### src/rtl/gtp_pkg.sv
package gtp_pkg;
  localparam int unsigned ADDR_W = 3;

  // register addresses
  localparam logic [ADDR_W-1:0] A_MCTL = 3'd0;
  localparam logic [ADDR_W-1:0] A_SCTL = 3'd1;
  localparam logic [ADDR_W-1:0] A_MCMP = 3'd2;
  localparam logic [ADDR_W-1:0] A_MPSC = 3'd3;
  localparam logic [ADDR_W-1:0] A_MARR = 3'd4;
  localparam logic [ADDR_W-1:0] A_SPSC = 3'd5;
  localparam logic [ADDR_W-1:0] A_SARR = 3'd6;
  localparam logic [ADDR_W-1:0] A_STAT = 3'd7;

  // field positions inside control words
  localparam int unsigned RUN_BIT  = 0;
  localparam int unsigned FLD_LSB  = 4;   // trigger-out select / slave mode
  localparam int unsigned SRC_LSB  = 8;   // slave trigger source
  localparam int unsigned FLD_W    = 3;

  // field encodings
  localparam logic [FLD_W-1:0] TRGO_ENABLE = 3'b001;
  localparam logic [FLD_W-1:0] TRGO_CMPREF = 3'b100;
  localparam logic [FLD_W-1:0] SMODE_PAUSE = 3'b101;
  localparam logic [FLD_W-1:0] TSRC_MASTER = 3'b000;

  typedef struct packed {
    logic [FLD_W-1:0] sel;
    logic             run;
  } mctl_t;

  typedef struct packed {
    logic [FLD_W-1:0] src;
    logic [FLD_W-1:0] mode;
    logic             run;
  } sctl_t;
endpackage

### src/rtl/gtp_timer_core.sv
module gtp_timer_core #(
  parameter int unsigned CNT_W = 16,
  parameter int unsigned PSC_W = 16
) (
  input  logic             clk,
  input  logic             rst_n,
  input  logic             run_i,
  input  logic [PSC_W-1:0] psc_i,
  input  logic [CNT_W-1:0] reload_i,
  output logic [CNT_W-1:0] count_o,
  output logic             tick_o
);
  logic [PSC_W-1:0] div_q;

  // divider period ends when phase reaches the programmed value
  function automatic logic period_done(input logic [PSC_W-1:0] ph,
                                       input logic [PSC_W-1:0] lim);
    return ph >= lim;
  endfunction

  // wrap to zero once the reload value has been reached
  function automatic logic [CNT_W-1:0] advance(input logic [CNT_W-1:0] c,
                                               input logic [CNT_W-1:0] r);
    return (c >= r) ? '0 : c + 1'b1;
  endfunction

  assign tick_o = run_i && period_done(div_q, psc_i);

  always_ff @(posedge clk) begin
    if (!rst_n) begin
      div_q   <= '0;
      count_o <= '0;
    end else if (run_i) begin
      if (tick_o) begin
        div_q   <= '0;
        count_o <= advance(count_o, reload_i);
      end else begin
        div_q <= div_q + 1'b1;
      end
    end
  end

  assert_hold_idle_R2: assert property (@(posedge clk) disable iff (!rst_n)
    !run_i |=> $stable(count_o));
  assert_phase_held_R5: assert property (@(posedge clk) disable iff (!rst_n)
    !run_i |=> $stable(div_q));
  assert_no_step_between_ticks_R2: assert property (@(posedge clk) disable iff (!rst_n)
    run_i && !tick_o |=> $stable(count_o));
endmodule

### src/rtl/gtp_trig_route.sv
module gtp_trig_route
  import gtp_pkg::*;
#(
  parameter int unsigned CNT_W = 16
) (
  input  logic             clk,
  input  logic             rst_n,
  input  logic             m_run_i,
  input  logic [CNT_W-1:0] m_count_i,
  input  logic [CNT_W-1:0] m_cmp_i,
  input  logic [FLD_W-1:0] sel_i,
  output logic             cmp_ref_o,
  output logic             trig_o
);
  logic trgo_w;

  // level is high from the compare match up to the wrap
  function automatic logic ref_level(input logic [CNT_W-1:0] c,
                                     input logic [CNT_W-1:0] cmp);
    return c >= cmp;
  endfunction

  assign cmp_ref_o = ref_level(m_count_i, m_cmp_i);

  always_comb begin
    unique case (sel_i)
      TRGO_ENABLE: trgo_w = m_run_i;
      TRGO_CMPREF: trgo_w = cmp_ref_o;
      default:     trgo_w = 1'b0;
    endcase
  end

  // single register on the hop from master to slave
  always_ff @(posedge clk) begin
    if (!rst_n) trig_o <= 1'b0;
    else        trig_o <= trgo_w;
  end

  assert_enable_route_R3: assert property (@(posedge clk) disable iff (!rst_n)
    (sel_i == TRGO_ENABLE) && m_run_i |=> trig_o);
  assert_ref_low_below_cmp_R4: assert property (@(posedge clk) disable iff (!rst_n)
    (sel_i == TRGO_CMPREF) && (m_count_i < m_cmp_i) |=> !trig_o);
  assert_other_sel_low_R4: assert property (@(posedge clk) disable iff (!rst_n)
    (sel_i != TRGO_CMPREF) && (sel_i != TRGO_ENABLE) |=> !trig_o);
endmodule

### src/rtl/gtp_slave_gate.sv
module gtp_slave_gate
  import gtp_pkg::*;
(
  input  logic             clk,
  input  logic             rst_n,
  input  logic             s_run_i,
  input  logic [FLD_W-1:0] mode_i,
  input  logic [FLD_W-1:0] src_i,
  input  logic             trig_i,
  input  logic             flag_clr_i,
  output logic             trig_in_o,
  output logic             trig_rise_o,
  output logic             gate_o,
  output logic             flag_o
);
  logic trig_prev_q;

  assign trig_in_o   = (src_i == TSRC_MASTER) && trig_i;
  assign trig_rise_o = trig_in_o && !trig_prev_q;
  assign gate_o      = s_run_i && ((mode_i == SMODE_PAUSE) ? trig_in_o : 1'b1);

  always_ff @(posedge clk) begin
    if (!rst_n) begin
      trig_prev_q <= 1'b0;
      flag_o      <= 1'b0;
    end else begin
      trig_prev_q <= trig_in_o;
      if (trig_rise_o)     flag_o <= 1'b1;
      else if (flag_clr_i) flag_o <= 1'b0;
    end
  end

  assert_flag_on_rise_R9: assert property (@(posedge clk) disable iff (!rst_n)
    trig_rise_o |=> flag_o);
  assert_flag_clear_R10: assert property (@(posedge clk) disable iff (!rst_n)
    flag_clr_i && !trig_rise_o |=> !flag_o);
  assert_flag_sticky_R10: assert property (@(posedge clk) disable iff (!rst_n)
    flag_o && !flag_clr_i |=> flag_o);
endmodule

### src/rtl/gated_timer_pair.sv
module gated_timer_pair
  import gtp_pkg::*;
#(
  parameter int unsigned CNT_W  = 16,
  parameter int unsigned PSC_W  = 16,
  parameter int unsigned DATA_W = 16
) (
  input  logic              clk,
  input  logic              rst_n,
  input  logic              wr_en,
  input  logic [ADDR_W-1:0] wr_addr,
  input  logic [DATA_W-1:0] wr_data,
  output logic [CNT_W-1:0]  m_count,
  output logic [CNT_W-1:0]  s_count,
  output logic              trig_flag
);
  localparam logic [CNT_W-1:0] RELOAD_RST = {CNT_W{1'b1}};

  mctl_t            mctl_q;
  sctl_t            sctl_q;
  logic [CNT_W-1:0] m_cmp_q, m_arr_q, s_arr_q;
  logic [PSC_W-1:0] m_psc_q, s_psc_q;

  // named internal events
  logic m_tick_w, s_tick_w, cmp_ref_w, trig_q_w;
  logic trig_in_w, trig_rise_w, s_gate_w, flag_clr_w;

  function automatic logic hit(input logic [ADDR_W-1:0] a);
    return wr_en && (wr_addr == a);
  endfunction

  assign flag_clr_w = hit(A_STAT) && !wr_data[RUN_BIT];

  always_ff @(posedge clk) begin
    if (!rst_n) begin
      mctl_q  <= '0;
      sctl_q  <= '0;
      m_cmp_q <= '0;
      m_psc_q <= '0;
      s_psc_q <= '0;
      m_arr_q <= RELOAD_RST;
      s_arr_q <= RELOAD_RST;
    end else begin
      if (hit(A_MCTL)) begin
        mctl_q.run <= wr_data[RUN_BIT];
        mctl_q.sel <= wr_data[FLD_LSB +: FLD_W];
      end
      if (hit(A_SCTL)) begin
        sctl_q.run  <= wr_data[RUN_BIT];
        sctl_q.mode <= wr_data[FLD_LSB +: FLD_W];
        sctl_q.src  <= wr_data[SRC_LSB +: FLD_W];
      end
      if (hit(A_MCMP)) m_cmp_q <= wr_data[CNT_W-1:0];
      if (hit(A_MPSC)) m_psc_q <= wr_data[PSC_W-1:0];
      if (hit(A_MARR)) m_arr_q <= wr_data[CNT_W-1:0];
      if (hit(A_SPSC)) s_psc_q <= wr_data[PSC_W-1:0];
      if (hit(A_SARR)) s_arr_q <= wr_data[CNT_W-1:0];
    end
  end

  gtp_timer_core #(.CNT_W(CNT_W), .PSC_W(PSC_W)) u_master (
    .clk(clk), .rst_n(rst_n), .run_i(mctl_q.run), .psc_i(m_psc_q),
    .reload_i(m_arr_q), .count_o(m_count), .tick_o(m_tick_w)
  );

  gtp_trig_route #(.CNT_W(CNT_W)) u_route (
    .clk(clk), .rst_n(rst_n), .m_run_i(mctl_q.run), .m_count_i(m_count),
    .m_cmp_i(m_cmp_q), .sel_i(mctl_q.sel), .cmp_ref_o(cmp_ref_w), .trig_o(trig_q_w)
  );

  gtp_slave_gate u_gate (
    .clk(clk), .rst_n(rst_n), .s_run_i(sctl_q.run), .mode_i(sctl_q.mode),
    .src_i(sctl_q.src), .trig_i(trig_q_w), .flag_clr_i(flag_clr_w),
    .trig_in_o(trig_in_w), .trig_rise_o(trig_rise_w), .gate_o(s_gate_w),
    .flag_o(trig_flag)
  );

  gtp_timer_core #(.CNT_W(CNT_W), .PSC_W(PSC_W)) u_slave (
    .clk(clk), .rst_n(rst_n), .run_i(s_gate_w), .psc_i(s_psc_q),
    .reload_i(s_arr_q), .count_o(s_count), .tick_o(s_tick_w)
  );

  assert_pause_holds_R3: assert property (@(posedge clk) disable iff (!rst_n)
    (sctl_q.mode == SMODE_PAUSE) && !trig_in_w |=> $stable(s_count));
  assert_slave_off_R7: assert property (@(posedge clk) disable iff (!rst_n)
    !sctl_q.run |=> $stable(s_count));
  assert_foreign_src_R8: assert property (@(posedge clk) disable iff (!rst_n)
    (sctl_q.src != TSRC_MASTER) && (sctl_q.mode == SMODE_PAUSE) |=> $stable(s_count));
  assert_tick_implies_gate_R11: assert property (@(posedge clk) disable iff (!rst_n)
    s_tick_w |-> sctl_q.run);
  assert_master_tick_needs_run_R2: assert property (@(posedge clk) disable iff (!rst_n)
    m_tick_w |-> mctl_q.run);
endmodule

### config.mk
export PLATFORM = sky130hd
export DESIGN_NAME = gated_timer_pair
export DESIGN_NICKNAME = d
export VERILOG_FILES = /design/src/rtl/gtp_pkg.sv /design/src/rtl/gtp_timer_core.sv /design/src/rtl/gtp_trig_route.sv /design/src/rtl/gtp_slave_gate.sv /design/src/rtl/gated_timer_pair.sv
export SDC_FILE = /design/constraint.sdc
export NUM_CORES = 1
export LEC_CHECK = 0
export ABC_CLOCK_PERIOD_IN_PS = 2300
export BUFFER_PORTS_ARGS = -buffer_cell sky130_fd_sc_hd__buf_4
export CAP_MARGIN = 15
export CORE_AREA = 2 2 139 141
export CTS_CLUSTER_SIZE = 25
export DETAILED_ROUTE_END_ITERATION = 12
export DIE_AREA = 0 0 141 143
export SLEW_MARGIN = 20
export SYNTH_ARGS = -nofsm -noshare
export SYNTH_HDL_FRONTEND = slang
export SYNTH_SLANG_ARGS = --single-unit
### constraint.sdc
create_clock -name clk -period 2.3 [get_ports clk]
set_input_delay 0.345 -clock clk [delete_from_list [all_inputs] [get_ports clk]]
set_output_delay 0.345 -clock clk [all_outputs]
set_load 0.01 [all_outputs]
* After elaboration in Yosys (flattened, before gate mapping)
Cells that the tools add are included.
W data, S select, Z words.
** Operators by class
- $add $sub $neg :: 4
- $lt $le $gt $ge :: 5
- Equality and inequality tests :: 10
- Muxes and demuxes :: 8
- Reductions and logical operators :: 21
** Operators with widths (number)
- $ge A16 B16 Y1 :: 5
- $add A16 B1 Y16 const B :: 4
- $mux W16 :: 4
- $eq A3 B3 Y1 const B :: 6
- $logic_and A1 B1 Y1 :: 14
- $eq A3 B1 Y1 const B :: 2
- $eq A3 B2 Y1 const B :: 2
- $logic_not A3 Y1 :: 2
- $reduce_and A2 Y1 :: 2
- $mux W1 :: 3
- $logic_not A1 Y1 :: 2
- $pmux W1 S2 :: 1
- $reduce_bool A2 Y1 :: 1
** Storage, ports and cells
- Register bits after elaboration :: 158
- Input bits :: 22
- Output and inout bits :: 33
- Logic and storage cells :: 65

* Depth between registers and ports, before layout
- Depth in word-level cells :: 6
- Gate-level depth with buffers :: 10
- Mapped depth without buffers :: 8

* Hierarchy
A second synthesis with hierarchy kept.
** Unflattened totals
- Cells, all modules :: 964
- Area, all modules :: 8844.7 µm²
** By module, submodules not included
- gtp_timer_core :: instances 2, cells each 279, area each 2352.3 µm², seq. area each 640.6 µm²
- gated_timer_pair :: instances 1, cells each 338, area each 3558.4 µm², seq. area each 1821.7 µm²
- gtp_trig_route :: instances 1, cells each 58, area each 471.7 µm², seq. area each 20.0 µm²
- gtp_slave_gate :: instances 1, cells each 10, area each 110.1 µm², seq. area each 40.0 µm²

* Least setup slack after synthesis
Ideal clock, no wire load.
- Kind :: register to register
- Start :: register u_slave.count_o[0]
- End :: register u_slave.count_o[1]
- Setup time :: 67 ps
- Arrival :: 2281 ps
- Data required time :: 2233 ps
- Setup slack :: -49 ps
- Stages on the path, launching flop included :: 9
- Buffers on the path :: 0
- Clock period less this slack :: 2349 ps
- Cell sequence :: dfxtp_1 -> inv_1 -> ha_1 -> nand2b_1 -> a2111oi_0 -> o31ai_1 -> a21oi_1 -> or3b_1 -> a21oi_2
** On the way
- Longest elaborated chain between the ends :: 2
- Elaborated cells on any way between the ends :: 3
- Those cells by class :: 1 x add/sub; 1 x order compare; 1 x mux
** Ends and longest elaborated chain
- from (decl) :: line gtp_timer_core.sv:10 : output logic [CNT_W-1:0] count_o,
- from (signal assigned) :: line gtp_timer_core.sv:36 : count_o <= advance(count_o, reload_i);
- $add A16 B1 Y16 or $ge A16 B16 Y1 (tied branches) :: line gtp_timer_core.sv:24 : return (c >= r) ? '0 : c + 1'b1;
- $mux W16 * :: line gtp_timer_core.sv:24
Mark *: on every way between the ends. The rest lies on a longest branch, timed or not.
A chain may end at the register's enable or synchronous reset.

* Worst setup path in the final report
- Start :: register m_psc_q[11]
- End :: register u_master.count_o[15]
** On the way
- Longest elaborated chain between the ends :: 3
** Ends and longest elaborated chain
- from (decl) :: line gated_timer_pair.sv:22 : logic [PSC_W-1:0] m_psc_q, s_psc_q;
- from (signal assigned) :: line gated_timer_pair.sv:54 : if (hit(A_MPSC)) m_psc_q <= wr_data[PSC_W-1:0];
- $ge A16 B16 Y1 :: line gtp_timer_core.sv:18 : return ph >= lim;
- $logic_and A1 B1 Y1 :: line gtp_timer_core.sv:27 : assign tick_o = run_i && period_done(div_q, psc_i);
- $reduce_and A2 Y1 (no line)
- to (signal assigned) :: line gtp_timer_core.sv:36
- to (decl) :: line gtp_timer_core.sv:10
Every way passes these cells.

==> metrics.cfg <==
[sta]
fmax_ghz=0.450
rsz0062_at_grt=yes
fin_skew_ps=11.4
setup_viol_count_final=0
relSlewSlack_pct=56.2
period_share_pct=96.6
hold_violations=0
worstMarginPinSlew_ps=657
drv_slew=0
timing.final.ws_setup_ps=79.3
final.min_clock_period_ps=2220
hold_slack_ps=224

[synth]
synth_warnings=0
synthFlopType=dfxtp_1
yosysUniqueCellTypes=61
ys_async_sr_fraction_pct=0
ys_ff_latch=158
synth_edf_count=0
avgSynthCellArea_sq_um=8.13
synth_seq_area_share_pct=38.3
syn_inst=1016
synth_area_sq_um=8260
syn_nets=1122

[placed_design]
dp.cells=1333
routabilityCongestion=0.826
dp_hpwl_mm=15.1
placed_area_sq_um=9340
io_buffers=54
dp_slack_ps=-27.0

[worst_setup_path]
critical_path.most_common_cell=nand4_1
criticalPathCategory=register to register
worstPathRequired_ps=2620
cp_max_fo=8
slowest_stage=a2111o_1
path_cells=inv_1 > ha_1 > and4_4 > nand4_1 > a2111o_1 > nand4_1 > buf_6 > a2bb2o_1 > a31o_2
cp_slowest_stage_delay_ps=380
worstSetupEndpointType=register
cp.arrival_ps=2540
critPathLaunchType=register

[route]
postRouteAntennaNets=0
wl_per_cell_um=15.6
wl_mm=21.3
vias=7207
dr.pass1.iters=5
initialDrtViolationCount=382
viasPerCell=5.27
drc=0

[clock_tree]
postCtsHoldBufs=0
clockBufferDepth=2
cts_buffers=17
tritoncts=done
cts_sinks=158
path_clk_slew_ps=70
htreeDepth=4
insertion_delay_ps=430
cts_root_buf=clkbuf_16

[die]
dieHeight_um=143
ios=55
initial_core_util_pct=44.4
die_area_sq_um=20200
fp.coreArea_sq_um=18600
num_rows=50
die_x_um=141

[global_route]
grt_pass1_vias=6591
grt_max_degree=78
antenna_found_initial=0
track_usage_pct=21.6
grt_remaining_overflow=0
grt_pass1_wl_mm=34.5

[status]
outcome=finished, final reports clean

[power]
ir_worst_vdd_mv=0.472
p_leak_uw=0.00427
power_uw=5860
p_per_area_nw_per_um2=588

[final_layout]
fill_cells=1753
diodes=0
area_growth_pct=20.7
fin_area_sq_um=9970
fin_cells=1367
layout.nets=1226
final_layout_size_suffix_gt1_share_pct=16.3

[flow_run]
drv_cap=0

[min_path]
hold_class=primary input to register

-- worst max-delay path: cells and delay by family, from the launching register on --
| kind | cells | cell delay, ps |
|---|---|---|
| AOI/OAI and AO/OA | 3 | 850 |
| DFF | 1 | 330 |
| and+or+nand+nor | 3 | 440 |
| adders and majority gates | 1 | 300 |
| buffers and inverters | 2 | 180 |
-- final timing paths --
check                                 start  slack, ps                    to  depth (start not counted)
worst min-delay path             wr_data[1]        220            s_psc_q[1]                          3
worst max-delay path            m_psc_q[11]         80  u_master.count_o[15]                          9
worst min register to register  m_cmp_q[15]        450           m_cmp_q[15]                          2
worst max register to register  m_psc_q[11]         80  u_master.count_o[15]                          9
-- cell families (layout without fill, tap and decap cells) --
family | Yosys count | after routing | synth area share (%)
flops | 158 | 158 | 38.3
mux | 14 | 14 | 1.70
xor+xnor | 30 | 30 | 3.18
buf+inv | 133 | 250 | 6.23
simple gates | 389 | 389 | 21.7
fa+ha+maj | 84 | 84 | 12.7
compound gates | 208 | 208 | 16.2
-- power by group --
part,leakage (uW),switching (uW),total [uW],internal [uW]
logic,0.00272,228,356,128
registers,0.00128,17.3,2800,2780
clock network,0.000270,1190,2710,1520
total,0.00427,1430,5860,4430
-- cells in the final DEF, fill, tap and decap left out, types with 14 or more instances in the layout --
master	instances
dfxtp_1	158
buf_4	121
o21ai_0	18
nand2_1	184
mux2i_1	14
xor2_1	20
o211ai_1	33
a21oi_1	88
nor2_1	71
nand4_1	25
inv_1	91
clkbuf_16	17
nand3_1	29
ha_1	84
-- synth_stat cells, drive strengths merged (3+ instances only) --
| cell | number | area [sq um] |
|---|---|---|
| inv | 92 | 345 |
| or3 | 9 | 56.3 |
| clkbuf | 31 | 116 |
| and2 | 4 | 25.0 |
| nand2b | 12 | 82.6 |
| a21oi | 90 | 454 |
| nor2b | 5 | 31.3 |
| o21a | 3 | 22.5 |
| nand4b | 3 | 26.3 |
| or2 | 5 | 31.3 |
| buf | 10 | 52.6 |
| and4 | 7 | 61.3 |
| o211ai | 33 | 248 |
| a21o | 7 | 52.6 |
| dfxtp | 158 | 3160 |
| nor2 | 73 | 274 |
| xor2 | 20 | 175 |
| o2bb2ai | 4 | 35.0 |
| nand3 | 31 | 160 |
| a211o | 3 | 26.3 |
| xnor2 | 10 | 87.6 |
| and3 | 12 | 75.1 |
| o21ai | 23 | 115 |
| o31ai | 3 | 22.5 |
| nand2 | 184 | 691 |
| nor3 | 10 | 50.1 |
| a22o | 8 | 70.1 |
| a211oi | 4 | 35.0 |
| ha | 84 | 1050 |
| nand4 | 25 | 156 |
| nor4 | 4 | 25.0 |
| o22ai | 12 | 75.1 |
| mux2i | 14 | 140 |
-- flip-flops by register name (all words and copies together) (netlist names), 4 cells and up --
register,count
m_arr_q,16
m_cmp_q,16
m_psc_q,16
s_arr_q,16
s_psc_q,16
u_master.count_o,16
u_master.div_q,16
u_slave.count_o,16
u_slave.div_q,16
sctl_q,7
mctl_q,4
-- routing by layer --
layer | part of all wire, % | GRT usage (%) | wire length [um] | vias up
met1 | 49 | 29.6 | 10500 | 3359
met2 | 46 | 35.8 | 9890 | 115
li1 | - | - | - | 3711
met4 | 1.0 | 5.11 | 215 | 0
met5 | 0 | 0 | 0 | -
met3 | 3.3 | 3.72 | 711 | 22
-- timing repair --
item                                   CTS  global route
setup endpoints to repair                4            45
endpoints found under the hold margin    0             0
gates cloned                             0             1
pin swaps                                0             7
resized for setup                        0            23
setup buffers                            1             0
-- cell type report --
class | instances | area (sq um) | area share [%]
inverters | 92 | 345 | 3.46
flip-flops and latches | 158 | 3160 | 31.7
multi-input cells | 725 | 4650 | 46.6
repair buffers | 126 | 967 | 9.70
well taps | 234 | 293 | 2.94
clock buffers | 19 | 443 | 4.44
clock inverters | 13 | 113 | 1.13
-- stage by stage --
step / TNS [ps] / util, %
floorplan: 0 / -
global placement: 0 / 50.2
detailed placement: -56.5 / 50.2
CTS: 0 / 53.3
global route: -122 / 53.7
finish: 0 / 53.7
Power figures use the tool's default switching activity.
